[src/rtl/mon_rx_pkg.sv]
package mon_rx_pkg;
   typedef enum logic [1:0] {
      A_IDLE  = 2'b00,
      A_ACK   = 2'b01,
      A_ABORT = 2'b10
   } aline_e;

   localparam int BIT_EMPTY = 0;
   localparam int BIT_LAST  = 1;
   localparam int BIT_ERR   = 2;
   localparam int BIT_MIS   = 3;
   localparam int FLAG_W    = 8;
endpackage

[src/rtl/mon_rx_filter.sv]
module mon_rx_filter #(
   parameter int DATA_W = 8
) (
   input  logic              clk,
   input  logic              rst_n,
   input  logic              init_i,
   input  logic              strobe_i,
   input  logic              e_act_i,
   input  logic [DATA_W-1:0] byte_i,
   input  logic              empty_i,
   output logic              wr_o,
   output logic [DATA_W-1:0] wr_data_o,
   output logic              set_err_o,
   output logic              set_mis_o,
   output logic              clr_mis_o,
   output logic              pend_o
);
   logic [DATA_W-1:0] prev_q, prev_d, pbyte_q, pbyte_d;
   logic              have_q, have_d, pend_q, pend_d;

   always_comb begin
      wr_o      = 1'b0;
      set_err_o = 1'b0;
      set_mis_o = 1'b0;
      clr_mis_o = 1'b0;
      prev_d    = prev_q;
      have_d    = have_q;
      pend_d    = pend_q;
      pbyte_d   = pbyte_q;
      if (strobe_i) begin
         if (!e_act_i) begin
            have_d = 1'b0;
         end else if (pend_q) begin
            if (byte_i == pbyte_q) begin
               if (empty_i) begin
                  wr_o   = 1'b1;
                  pend_d = 1'b0;
               end
            end else begin
               set_err_o = 1'b1;
               pend_d    = 1'b0;
               prev_d    = byte_i;
               have_d    = 1'b1;
            end
         end else if (have_q) begin
            if (byte_i == prev_q) begin
               clr_mis_o = 1'b1;
               have_d    = 1'b0;
               if (empty_i) begin
                  wr_o = 1'b1;
               end else begin
                  pend_d  = 1'b1;
                  pbyte_d = byte_i;
               end
            end else begin
               set_mis_o = 1'b1;
               prev_d    = byte_i;
            end
         end else begin
            prev_d = byte_i;
            have_d = 1'b1;
         end
      end
   end

   assign wr_data_o = byte_i;
   assign pend_o    = pend_q;

   always_ff @(posedge clk or negedge rst_n) begin
      if (!rst_n) begin
         prev_q  <= '0;
         pbyte_q <= '0;
         have_q  <= 1'b0;
         pend_q  <= 1'b0;
      end else if (init_i) begin
         prev_q  <= '0;
         pbyte_q <= '0;
         have_q  <= 1'b0;
         pend_q  <= 1'b0;
      end else begin
         prev_q  <= prev_d;
         pbyte_q <= pbyte_d;
         have_q  <= have_d;
         pend_q  <= pend_d;
      end
   end

   // a write consumes the matched pair
   p_fresh_pair_r10: assert property (@(posedge clk) disable iff (!rst_n)
      wr_o && !init_i |=> !have_q && !pend_q);
endmodule

[src/rtl/mon_rx_eom.sv]
module mon_rx_eom #(
   parameter int IDLE_FRAMES = 2
) (
   input  logic clk,
   input  logic rst_n,
   input  logic init_i,
   input  logic strobe_i,
   input  logic e_act_i,
   input  logic pend_i,
   input  logic empty_i,
   input  logic wr_i,
   output logic eom_o
);
   logic open_q;
   logic idle_reached;

   generate
      if (IDLE_FRAMES == 1) begin : g_single
         assign idle_reached = 1'b1;
      end else begin : g_count
         localparam int CW = $clog2(IDLE_FRAMES + 1);
         logic [CW-1:0] cnt_q;
         always_ff @(posedge clk or negedge rst_n) begin
            if (!rst_n) begin
               cnt_q <= '0;
            end else if (init_i) begin
               cnt_q <= '0;
            end else if (strobe_i) begin
               if (e_act_i) cnt_q <= '0;
               else if (cnt_q != CW'(IDLE_FRAMES)) cnt_q <= cnt_q + 1'b1;
            end
         end
         assign idle_reached = (cnt_q >= CW'(IDLE_FRAMES - 1));
      end
   endgenerate

   assign eom_o = strobe_i && !e_act_i && idle_reached && open_q && !pend_i && empty_i;

   always_ff @(posedge clk or negedge rst_n) begin
      if (!rst_n)      open_q <= 1'b0;
      else if (init_i) open_q <= 1'b0;
      else if (wr_i)   open_q <= 1'b1;
      else if (eom_o)  open_q <= 1'b0;
   end

   // one end-of-message per message
   p_eom_once_r8: assert property (@(posedge clk) disable iff (!rst_n)
      eom_o && !init_i |=> !eom_o);
endmodule

[src/rtl/mon_rx_desc.sv]
module mon_rx_desc
   import mon_rx_pkg::*;
#(
   parameter int DATA_W = 8,
   localparam int WORD_W = DATA_W + FLAG_W
) (
   input  logic              clk,
   input  logic              rst_n,
   input  logic              init_i,
   input  logic              wr_i,
   input  logic [DATA_W-1:0] wr_data_i,
   input  logic              set_err_i,
   input  logic              set_mis_i,
   input  logic              clr_mis_i,
   input  logic              eom_i,
   input  logic              rd_done_i,
   output logic              empty_o,
   output logic [WORD_W-1:0] word_o
);
   logic              empty_q, last_q, err_q, mis_q;
   logic [DATA_W-1:0] data_q;

   always_ff @(posedge clk or negedge rst_n) begin
      if (!rst_n) begin
         empty_q <= 1'b1;
         last_q  <= 1'b0;
         err_q   <= 1'b0;
         mis_q   <= 1'b0;
         data_q  <= '0;
      end else if (init_i) begin
         empty_q <= 1'b1;
         last_q  <= 1'b0;
         err_q   <= 1'b0;
         mis_q   <= 1'b0;
         data_q  <= '0;
      end else begin
         if (wr_i) begin
            data_q  <= wr_data_i;
            empty_q <= 1'b0;
            last_q  <= 1'b0;
         end else if (eom_i) begin
            empty_q <= 1'b0;
            last_q  <= 1'b1;
         end else if (rd_done_i) begin
            empty_q <= 1'b1;
         end
         if (set_err_i)      err_q <= 1'b1;
         else if (rd_done_i) err_q <= 1'b0;
         if (set_mis_i)      mis_q <= 1'b1;
         else if (clr_mis_i) mis_q <= 1'b0;
      end
   end

   always_comb begin
      word_o                      = '0;
      word_o[BIT_EMPTY]           = empty_q;
      word_o[BIT_LAST]            = last_q;
      word_o[BIT_ERR]             = err_q;
      word_o[BIT_MIS]             = mis_q;
      word_o[WORD_W-1:FLAG_W]     = data_q;
   end
   assign empty_o = empty_q;

   // a write occupies the descriptor and clears Last
   p_write_fills_r2: assert property (@(posedge clk) disable iff (!rst_n)
      wr_i && !init_i |=> !empty_q && !last_q);
   // an agreeing pair leaves Mismatch clear
   p_pair_clears_mis_r3: assert property (@(posedge clk) disable iff (!rst_n)
      clr_mis_i && !init_i |=> !mis_q);
   // end-of-message never touches the data field
   p_eom_keeps_data_r8: assert property (@(posedge clk) disable iff (!rst_n)
      eom_i && !init_i |=> $stable(data_q) && last_q);
endmodule

[src/rtl/mon_rx_aline.sv]
module mon_rx_aline
   import mon_rx_pkg::*;
#(
   parameter int ABORT_FRAMES = 1
) (
   input  logic   clk,
   input  logic   rst_n,
   input  logic   init_i,
   input  logic   strobe_i,
   input  logic   ack_i,
   input  logic   abort_i,
   output aline_e code_o
);
   aline_e code_q;
   logic   req_q;
   logic   hold_abort;

   generate
      if (ABORT_FRAMES == 1) begin : g_one
         assign hold_abort = 1'b0;
      end else begin : g_multi
         localparam int LW = $clog2(ABORT_FRAMES);
         logic [LW-1:0] left_q;
         always_ff @(posedge clk or negedge rst_n) begin
            if (!rst_n) begin
               left_q <= '0;
            end else if (init_i) begin
               left_q <= '0;
            end else if (strobe_i) begin
               if (req_q)               left_q <= LW'(ABORT_FRAMES - 1);
               else if (left_q != '0)   left_q <= left_q - 1'b1;
            end
         end
         assign hold_abort = (left_q != '0);
      end
   endgenerate

   always_ff @(posedge clk or negedge rst_n) begin
      if (!rst_n) begin
         code_q <= A_IDLE;
         req_q  <= 1'b0;
      end else if (init_i) begin
         code_q <= A_IDLE;
         req_q  <= 1'b0;
      end else begin
         if (abort_i)       req_q <= 1'b1;
         else if (strobe_i) req_q <= 1'b0;
         if (strobe_i) begin
            if (req_q || hold_abort) code_q <= A_ABORT;
            else if (ack_i)          code_q <= A_ACK;
            else                     code_q <= A_IDLE;
         end
      end
   end
   assign code_o = code_q;

   // only the three defined codes appear
   p_code_legal_r6: assert property (@(posedge clk) disable iff (!rst_n)
      code_q != 2'b11);
   // a pending abort request takes effect at the next strobe
   p_abort_applies_r7: assert property (@(posedge clk) disable iff (!rst_n)
      strobe_i && req_q && !init_i |=> code_q == A_ABORT);
endmodule

[src/rtl/mon_rx_top.sv]
module mon_rx_top
   import mon_rx_pkg::*;
#(
   parameter int DATA_W       = 8,
   parameter int IDLE_FRAMES  = 2,
   parameter int ABORT_FRAMES = 1,
   localparam int WORD_W = DATA_W + FLAG_W
) (
   input  logic              clk,
   input  logic              rst_n,
   input  logic              frame_strobe_i,
   input  logic              e_active_i,
   input  logic [DATA_W-1:0] mon_byte_i,
   input  logic              rd_done_i,
   input  logic              abort_cmd_i,
   input  logic              init_cmd_i,
   output logic [WORD_W-1:0] desc_word_o,
   output logic [1:0]        a_code_o
);
   initial begin
      assert (DATA_W >= 1) else $error("DATA_W must be at least 1");
      assert (IDLE_FRAMES >= 1) else $error("IDLE_FRAMES must be at least 1");
      assert (ABORT_FRAMES >= 1) else $error("ABORT_FRAMES must be at least 1");
   end

   logic              wr, set_err, set_mis, clr_mis, pend, eom, empty;
   logic [DATA_W-1:0] wr_data;
   aline_e            code;

   mon_rx_filter #(.DATA_W(DATA_W)) u_filter (
      .clk(clk), .rst_n(rst_n), .init_i(init_cmd_i),
      .strobe_i(frame_strobe_i), .e_act_i(e_active_i), .byte_i(mon_byte_i),
      .empty_i(empty), .wr_o(wr), .wr_data_o(wr_data),
      .set_err_o(set_err), .set_mis_o(set_mis), .clr_mis_o(clr_mis), .pend_o(pend)
   );

   mon_rx_eom #(.IDLE_FRAMES(IDLE_FRAMES)) u_eom (
      .clk(clk), .rst_n(rst_n), .init_i(init_cmd_i),
      .strobe_i(frame_strobe_i), .e_act_i(e_active_i), .pend_i(pend),
      .empty_i(empty), .wr_i(wr), .eom_o(eom)
   );

   mon_rx_desc #(.DATA_W(DATA_W)) u_desc (
      .clk(clk), .rst_n(rst_n), .init_i(init_cmd_i),
      .wr_i(wr), .wr_data_i(wr_data), .set_err_i(set_err),
      .set_mis_i(set_mis), .clr_mis_i(clr_mis), .eom_i(eom),
      .rd_done_i(rd_done_i), .empty_o(empty), .word_o(desc_word_o)
   );

   mon_rx_aline #(.ABORT_FRAMES(ABORT_FRAMES)) u_aline (
      .clk(clk), .rst_n(rst_n), .init_i(init_cmd_i),
      .strobe_i(frame_strobe_i), .ack_i(wr), .abort_i(abort_cmd_i), .code_o(code)
   );

   assign a_code_o = code;

   // no acknowledge while the descriptor is occupied
   p_no_ack_when_full_r4: assert property (@(posedge clk) disable iff (!rst_n)
      frame_strobe_i && !desc_word_o[BIT_EMPTY] && !init_cmd_i |=> a_code_o != A_ACK);
   // init restores the reset view at the ports
   p_init_restores_r9: assert property (@(posedge clk) disable iff (!rst_n)
      init_cmd_i |=> desc_word_o == WORD_W'(1) && a_code_o == A_IDLE);
endmodule

[config.mk]
export PLATFORM = sky130hd
export DESIGN_NAME = mon_rx_top
export DESIGN_NICKNAME = d
export VERILOG_FILES = /design/src/rtl/mon_rx_pkg.sv /design/src/rtl/mon_rx_filter.sv /design/src/rtl/mon_rx_eom.sv /design/src/rtl/mon_rx_desc.sv /design/src/rtl/mon_rx_aline.sv /design/src/rtl/mon_rx_top.sv
export SDC_FILE = /design/constraint.sdc
export NUM_CORES = 1
export LEC_CHECK = 0
export ABC_AREA = 0
export BUFFER_PORTS_ARGS = -buffer_cell sky130_fd_sc_hd__buf_2
export CAP_MARGIN = 20
export CORE_ASPECT_RATIO = 1.25
export CORE_MARGIN = 5
export CORE_UTILIZATION = 45
export DETAILED_ROUTE_END_ITERATION = 7
export GPL_TIMING_DRIVEN = 0
export PLACE_DENSITY = 0.66
export SYNTH_ARGS = -nofsm -noshare
export SYNTH_HDL_FRONTEND = slang
export SYNTH_HIERARCHICAL = 1
export SYNTH_SLANG_ARGS = --single-unit
[constraint.sdc]
create_clock -name clk -period 2.5 [get_ports clk]
set_input_delay 0.5 -clock clk [delete_from_list [all_inputs] [get_ports clk]]
set_output_delay 0.5 -clock clk [all_outputs]
set_load 0.05 [all_outputs]
* Word-level counts from Yosys, hierarchy flattened
Cells that the tools add are included.
** Storage, ports and cells
- Register bits :: 36
- Input bits :: 15
- Output and inout bits :: 18
- Logic and storage cells :: 124
** Operators by class
- $add $sub $neg :: 1
- $lt $le $gt $ge :: 1
- Equal/unequal tests :: 8
- Multiplexer cells :: 78
- Reductions and logical operators :: 23
** Operators with widths (count)
- two-way mux 8 bit :: 16
- two-way mux 1 bit :: 55
- == test 8 bit :: 2
- nonzero test 3 bit :: 5
- two-way mux 2 bit :: 7
- nonzero test 2 bit :: 5
- inequality test 4 bit (second input constant) :: 2
- inequality test 2 bit (second input constant) :: 3
- AND reduction 2 bit :: 3
- AND reduction 6 bit :: 1
- logical AND 1 bit :: 5
- AND reduction 4 bit :: 1
- nonzero test 4 bit :: 1
- inequality test 3 bit (second input constant) :: 1
- adder 2 x 1 -> 2 bit (second input constant) :: 1
- >= comparator 2 x 1 -> 1 bit (second input constant) :: 1
- logical NOT 1 bit :: 2

* Longest topological paths before layout
- Depth in word-level cells :: 10
- Gate-level depth with buffers :: 7

* Cells and area by module
The synthesis kept the hierarchy.
** By module, submodules not included
- mon_rx_filter :: instances 1, cells an instance 108, area an instance 1118.6 um^2, seq. area each 450.4 um^2
- mon_rx_desc :: instances 1, cells an instance 48, area an instance 548.0 um^2, seq. area each 301.5 um^2
- mon_rx_eom :: instances 1, cells an instance 20, area an instance 191.4 um^2, seq. area each 75.1 um^2
- mon_rx_aline :: instances 1, cells an instance 11, area an instance 126.4 um^2, seq. area each 75.1 um^2

* Worst setup path after synthesis
Ideal clock, no wire load.
- Path type :: input to register
- Start :: in mon_byte_i[5]
- End :: reg u_desc.data_q[0]
- Setup time :: 0.121 ns
- Data arrival time :: 1.931 ns
- Required time :: 2.379 ns
- Path slack :: 0.448 ns
- Cell stages on the path :: 7
- Path buffers :: 1
- Cell sequence :: xor2_1 -> nor4_2 -> nand4b_2 -> a21oi_1 -> buf_6 -> mux2i_1 -> nor2_1
** Between the ends
- Word-level cells in the longest chain between the ends :: 7
- Elaborated cells between the ends (all ways) :: 9
** Ends and longest elaborated chain
- start, declared :: RTL line mon_rx_top.sv:13 : input logic [DATA_W-1:0] mon_byte_i,
- == test 8 bit :: RTL line mon_rx_filter.sv:46 : if (byte_i == prev_q) begin
- two-way mux 1 bit :: RTL line mon_rx_filter.sv:46
- two-way mux 1 bit :: RTL line mon_rx_filter.sv:45 : end else if (have_q) begin
- two-way mux 1 bit (*) :: RTL line mon_rx_filter.sv:33 : end else if (pend_q) begin
- two-way mux 1 bit (*) :: RTL line mon_rx_filter.sv:31 : if (!e_act_i) begin
- two-way mux 1 bit (*) :: RTL line mon_rx_filter.sv:30 : if (strobe_i) begin
- net wr :: RTL line mon_rx_top.sv:26 : logic wr, set_err, set_mis, clr_mis, pend, eom, empty;
- nonzero test 2 bit (no line) (*)
- end signal, assigned :: RTL line mon_rx_desc.sv:38 : data_q <= wr_data_i;
- end, declared :: RTL line mon_rx_desc.sv:21 : logic [DATA_W-1:0] data_q;
The timed path passes the listed nets; every way through them passes the cells marked *.
A chain may end at the register's enable or synchronous reset.

* Worst setup path in the final report
- Start :: reg u_filter.prev_q[7]
- End :: reg u_desc.data_q[0]
** Between the ends
- Word-level cells in the longest chain between the ends :: 7
** Ends and longest elaborated chain
- start, declared :: RTL line mon_rx_filter.sv:18 : logic [DATA_W-1:0] prev_q, prev_d, pbyte_q, pbyte_d;
- start signal, assigned :: RTL line mon_rx_filter.sv:81 : prev_q <= prev_d;
- == test 8 bit :: RTL line mon_rx_filter.sv:46
- two-way mux 1 bit :: RTL line mon_rx_filter.sv:46
- two-way mux 1 bit :: RTL line mon_rx_filter.sv:45
- two-way mux 1 bit :: RTL line mon_rx_filter.sv:33
- two-way mux 1 bit :: RTL line mon_rx_filter.sv:31
- two-way mux 1 bit :: RTL line mon_rx_filter.sv:30
- net wr :: RTL line mon_rx_top.sv:26
- nonzero test 2 bit (no line)
The timed path passes the listed nets, and every way through them passes these cells.

==> metrics.md <==
| Metric | Value |
|---|---|
| Synthesized cell area | `1984 um2` |
| Vias in the first global route | `1462` |
| Detailed-route via count | `1370` |
| Cell Int Power | `0.8713 mW` |
| Final nets | `242` |
| First-pass GRT wire length | `6900 um` |
| Post_cts resized | `0` |
| Yosys Warn Count | `6` |
| Number of core rows | `27` |
| Max incr delay on CP | `0.49 ns` |
| Worst R2R Path Depth | `7` |
| CTS H-Tree Depth | `2` |
| Critical path data arrival time | `2.43 ns` |
| Clk slew on worst S/H paths | `0.07 ns` |
| Total track usage | `0.1483` |
| Initial antenna violation count | `0` |
| Yosys cell types | `37` |
| Sequential share of the synthesized area | `0.4546` |
| RSZ-0062 raised after global routing | `false` |
| Final setup margin | `0.2446 ns` |
| Sw power | `0.3067 mW` |
| Worst Path Class, Setup | `flip-flop to flip-flop` |
| Area of the multi-input gates | `919.6 um2` |
| Comb power frac | `0.120` |
| Drt drc | `0` |
| Layout Skew | `0.006383 ns` |
| Setup Viol. Count Final | `0` |
| Power Dens Cells | `511.7 nW/um2` |
| Register area | `902.1 um2` |
| Cell family with most CP delay | `simple AND/OR/NAND/NOR gates` |
| CP startpoint kind | `flip-flop` |
| CP max FO | `10` |
| Final Non-Filler Cells | `284` |
| Number of diodes | `0` |
| Cts hold-fix bufs | `0` |
| Ports | `33` |
| Max Transition Viols Final | `0` |
| Die width | `69.40 um` |
| Share of cells above drive strength 1 | `0.2788` |
| CTS tree | `yes` |
| Register bit total from synthesis | `36` |
| CTS Root Cell | `clkbuf_8` |
| Die area | `5846 um2` |
| Critical Path Sink Type | `flip-flop` |
| Inst Count DP | `276` |
| Number of clock sinks | `36` |
| Die Ht | `84.25 um` |
| Sw Share | `0.2603` |
| Ys async rst share | `1.000` |
| Clock share of power | `0.370` |
| Synth Flop Type | `dfrtp_1` |
| Skew-Pair Late Insertion Delay | `0.29 ns` |
| Routed vias/inst | `4.824` |
| Syn Inst Count | `187` |
| EDFF count, synth | `0` |
| Final hold vios | `0` |
| Largest net degree at the start of global routing | `37` |
| Fin crit period | `2.255 ns` |
| WP data required | `2.68 ns` |
| Core Region | `4324 um2` |
| Worst path slowest cell | `nor4_2` |
| Max Clock Freq | `443.4 MHz` |
| CTS Buffer Depth | `2` |
| Worst vdd ir | `0.3244 mV` |
| Initial DRC count | `57` |
| P_leak | `1.189 nW` |
| Detailed Routing Iterations Pass 1 | `4` |
| Sequential share of power | `0.510` |
| Most common cell in the synthesized netlist | `dfrtp_1` |
| Max-cap viol count | `0` |
| DRT Wirelength | `3865 um` |
| Synthesis-to-layout area growth | `16.02%` |
| Status | `completed` |
| Fillcell total | `438` |
| Detailed placement HPWL | `2780 um` |
| Worst min-delay path class | `input pin to async pin` |
| Final period util | `0.9022` |
| Worst-margin pin slew | `0.7856 ns` |
| Top cell type by total area after synthesis | `dfrtp_1` |
| Post-synth top cells | `dfrtp_1, mux2i_1, nor2_1` |
| IO Port Bufs | `28` |
| Top cells by area, synth | `dfrtp_1, mux2i_1, xor2_1` |
| CP Cell Sequence | `xor2_1, nor4_2, nand4b_2, a21oi_1, buf_6, mux2i_1, nor2_1` |
| Slew HR | `0.4763` |
| WP buf/inv | `1` |
| Setup Slack @ Placement | `-0.02919 ns` |
| DR WL/cell | `13.61 um` |
| Initial core utilization | `0.4589` |
| Global route overflow | `0` |
| Total CTS buffers | `5` |
| GPL Wtd Cong | `0.7500` |
| Critical path depth | `7` |
| Routed Antenna Nets | `0` |
| Post-CTS setup buffers | `0` |
| Avg Synthesized Cell Area | `10.61 um2` |
| Post-synth top area share | `0.4414` |
## cells in the final DEF, fill, tap and decap left out, types with 2 or more instances in the layout
cell type  synthesis  routed
dfrtp_1           35      35
buf_2              1      29
mux2i_1           25      25
nor2_1            22      22
nand2b_1          16      16
buf_4             16      16
xor2_1            16      16
a21oi_1            8       8
clkbuf_8           0       6
inv_1              5       5
conb_1             1       4
clkbuf_1           2       3
nor2b_1            3       3
nand2_1            3       3
nand3_1            3       3
buf_6              2       2
nor3_1             2       2
o21a_1             2       2
o21ai_0            2       2
ha_1               2       2
nor4_2             2       2
nor4_1             2       2
or2b_1             2       2
## worst register-to-register path: stages (launching register included)
cell	delay, ns
dfrtp_1	0.39
xor2_1	0.17
nor4_2	0.49
nand4b_2	0.23
a21oi_1	0.38
buf_6	0.23
mux2i_1	0.20
nor2_1	0.06
## power by group through the flow
stage,clock network (mW),registers [mW],logic (mW)
4_1_cts,0.451,0.601,0.145
2_1_floorplan,0,0.613,0.0873
3_3_place_gp,0,0.612,0.143
3_5_place_dp,0,0.612,0.144
6_report,0.436,0.601,0.141
5_1_grt,0.475,0.602,0.159
## metrics by stage
step	utilization	instance area [um2]	setup TNS (ns)	power [mW]	hold slack, ns
after floorplan	-	1996	0	0.7004	0.2044
after global placement	0.5107	2208	0	0.7543	0.4980
after detailed placement	0.5107	2208	-0.1442	0.7559	0.5051
after CTS	0.5324	2302	0	1.196	0.3250
after global routing	0.5324	2302	0	1.236	0.3705
final	0.5324	2302	0	1.178	0.2856
## logic make-up (layout without fill, tap and decap cells)
group | Yosys count | count (layout) | share of synthesized area
simple gates | 65 | 65 | 0.1942
flops | 36 | 36 | 0.4546
buf+inv | 26 | 62 | 0.08764
mux | 25 | 25 | 0.1261
compound gates | 16 | 16 | 0.05233
xor+xnor | 16 | 16 | 0.07062
fa+ha+maj | 2 | 2 | 0.01261
other cells | 1 | 4 | 0.001890
## metal layers
layer | wire length [um] | up-vias | track usage
li1 | - | 683 | -
met1 | 1723 | 649 | 0.1881
met2 | 1874 | 27 | 0.2352
met3 | 172 | 11 | 0.04311
met4 | 93 | 0 | 0.06394
met5 | 0 | - | 0
## registers in the layout, indices dropped and copies added, names as in the netlist
| signal | cells |
|---|---|
| u_eom/open_q | 1 |
| u_aline/req_q | 1 |
| u_desc/data_q | 8 |
| u_aline/code_o | 2 |
| u_filter/pend_o | 1 |
| u_desc/err_q | 1 |
| u_desc/mis_q | 1 |
| u_eom/g_count.cnt_q | 2 |
| u_filter/pbyte_q | 8 |
| u_filter/prev_q | 8 |
| u_filter/have_q | 1 |
| u_desc/last_q | 1 |
| u_desc/empty_o | 1 |
## cell type report
class | count | area share
clock inverter | 1 | 0.003261
tap | 58 | 0.03152
inverter | 5 | 0.008152
sequential | 36 | 0.3918
timing repair buffer | 28 | 0.06087
multi-input combinational | 128 | 0.3995
clock buffer | 7 | 0.03750
buffer | 21 | 0.06739
## worst paths after layout
check	endpoint	slack, ns	from
worst max-delay path	u_desc/data_q[0]	0.24	u_filter/prev_q[7]
worst min-delay path	u_filter/prev_q[0]	0.29	rst_n
worst max register to register	u_desc/data_q[0]	0.24	u_filter/prev_q[7]
worst min register to register	u_desc/data_q[4]	0.52	u_desc/data_q[4]
max in group asynchronous	u_filter/prev_q[7]	1.71	rst_n
min in group clk	u_aline/req_q	0.45	abort_cmd_i
(Power assumes the default switching activity.)
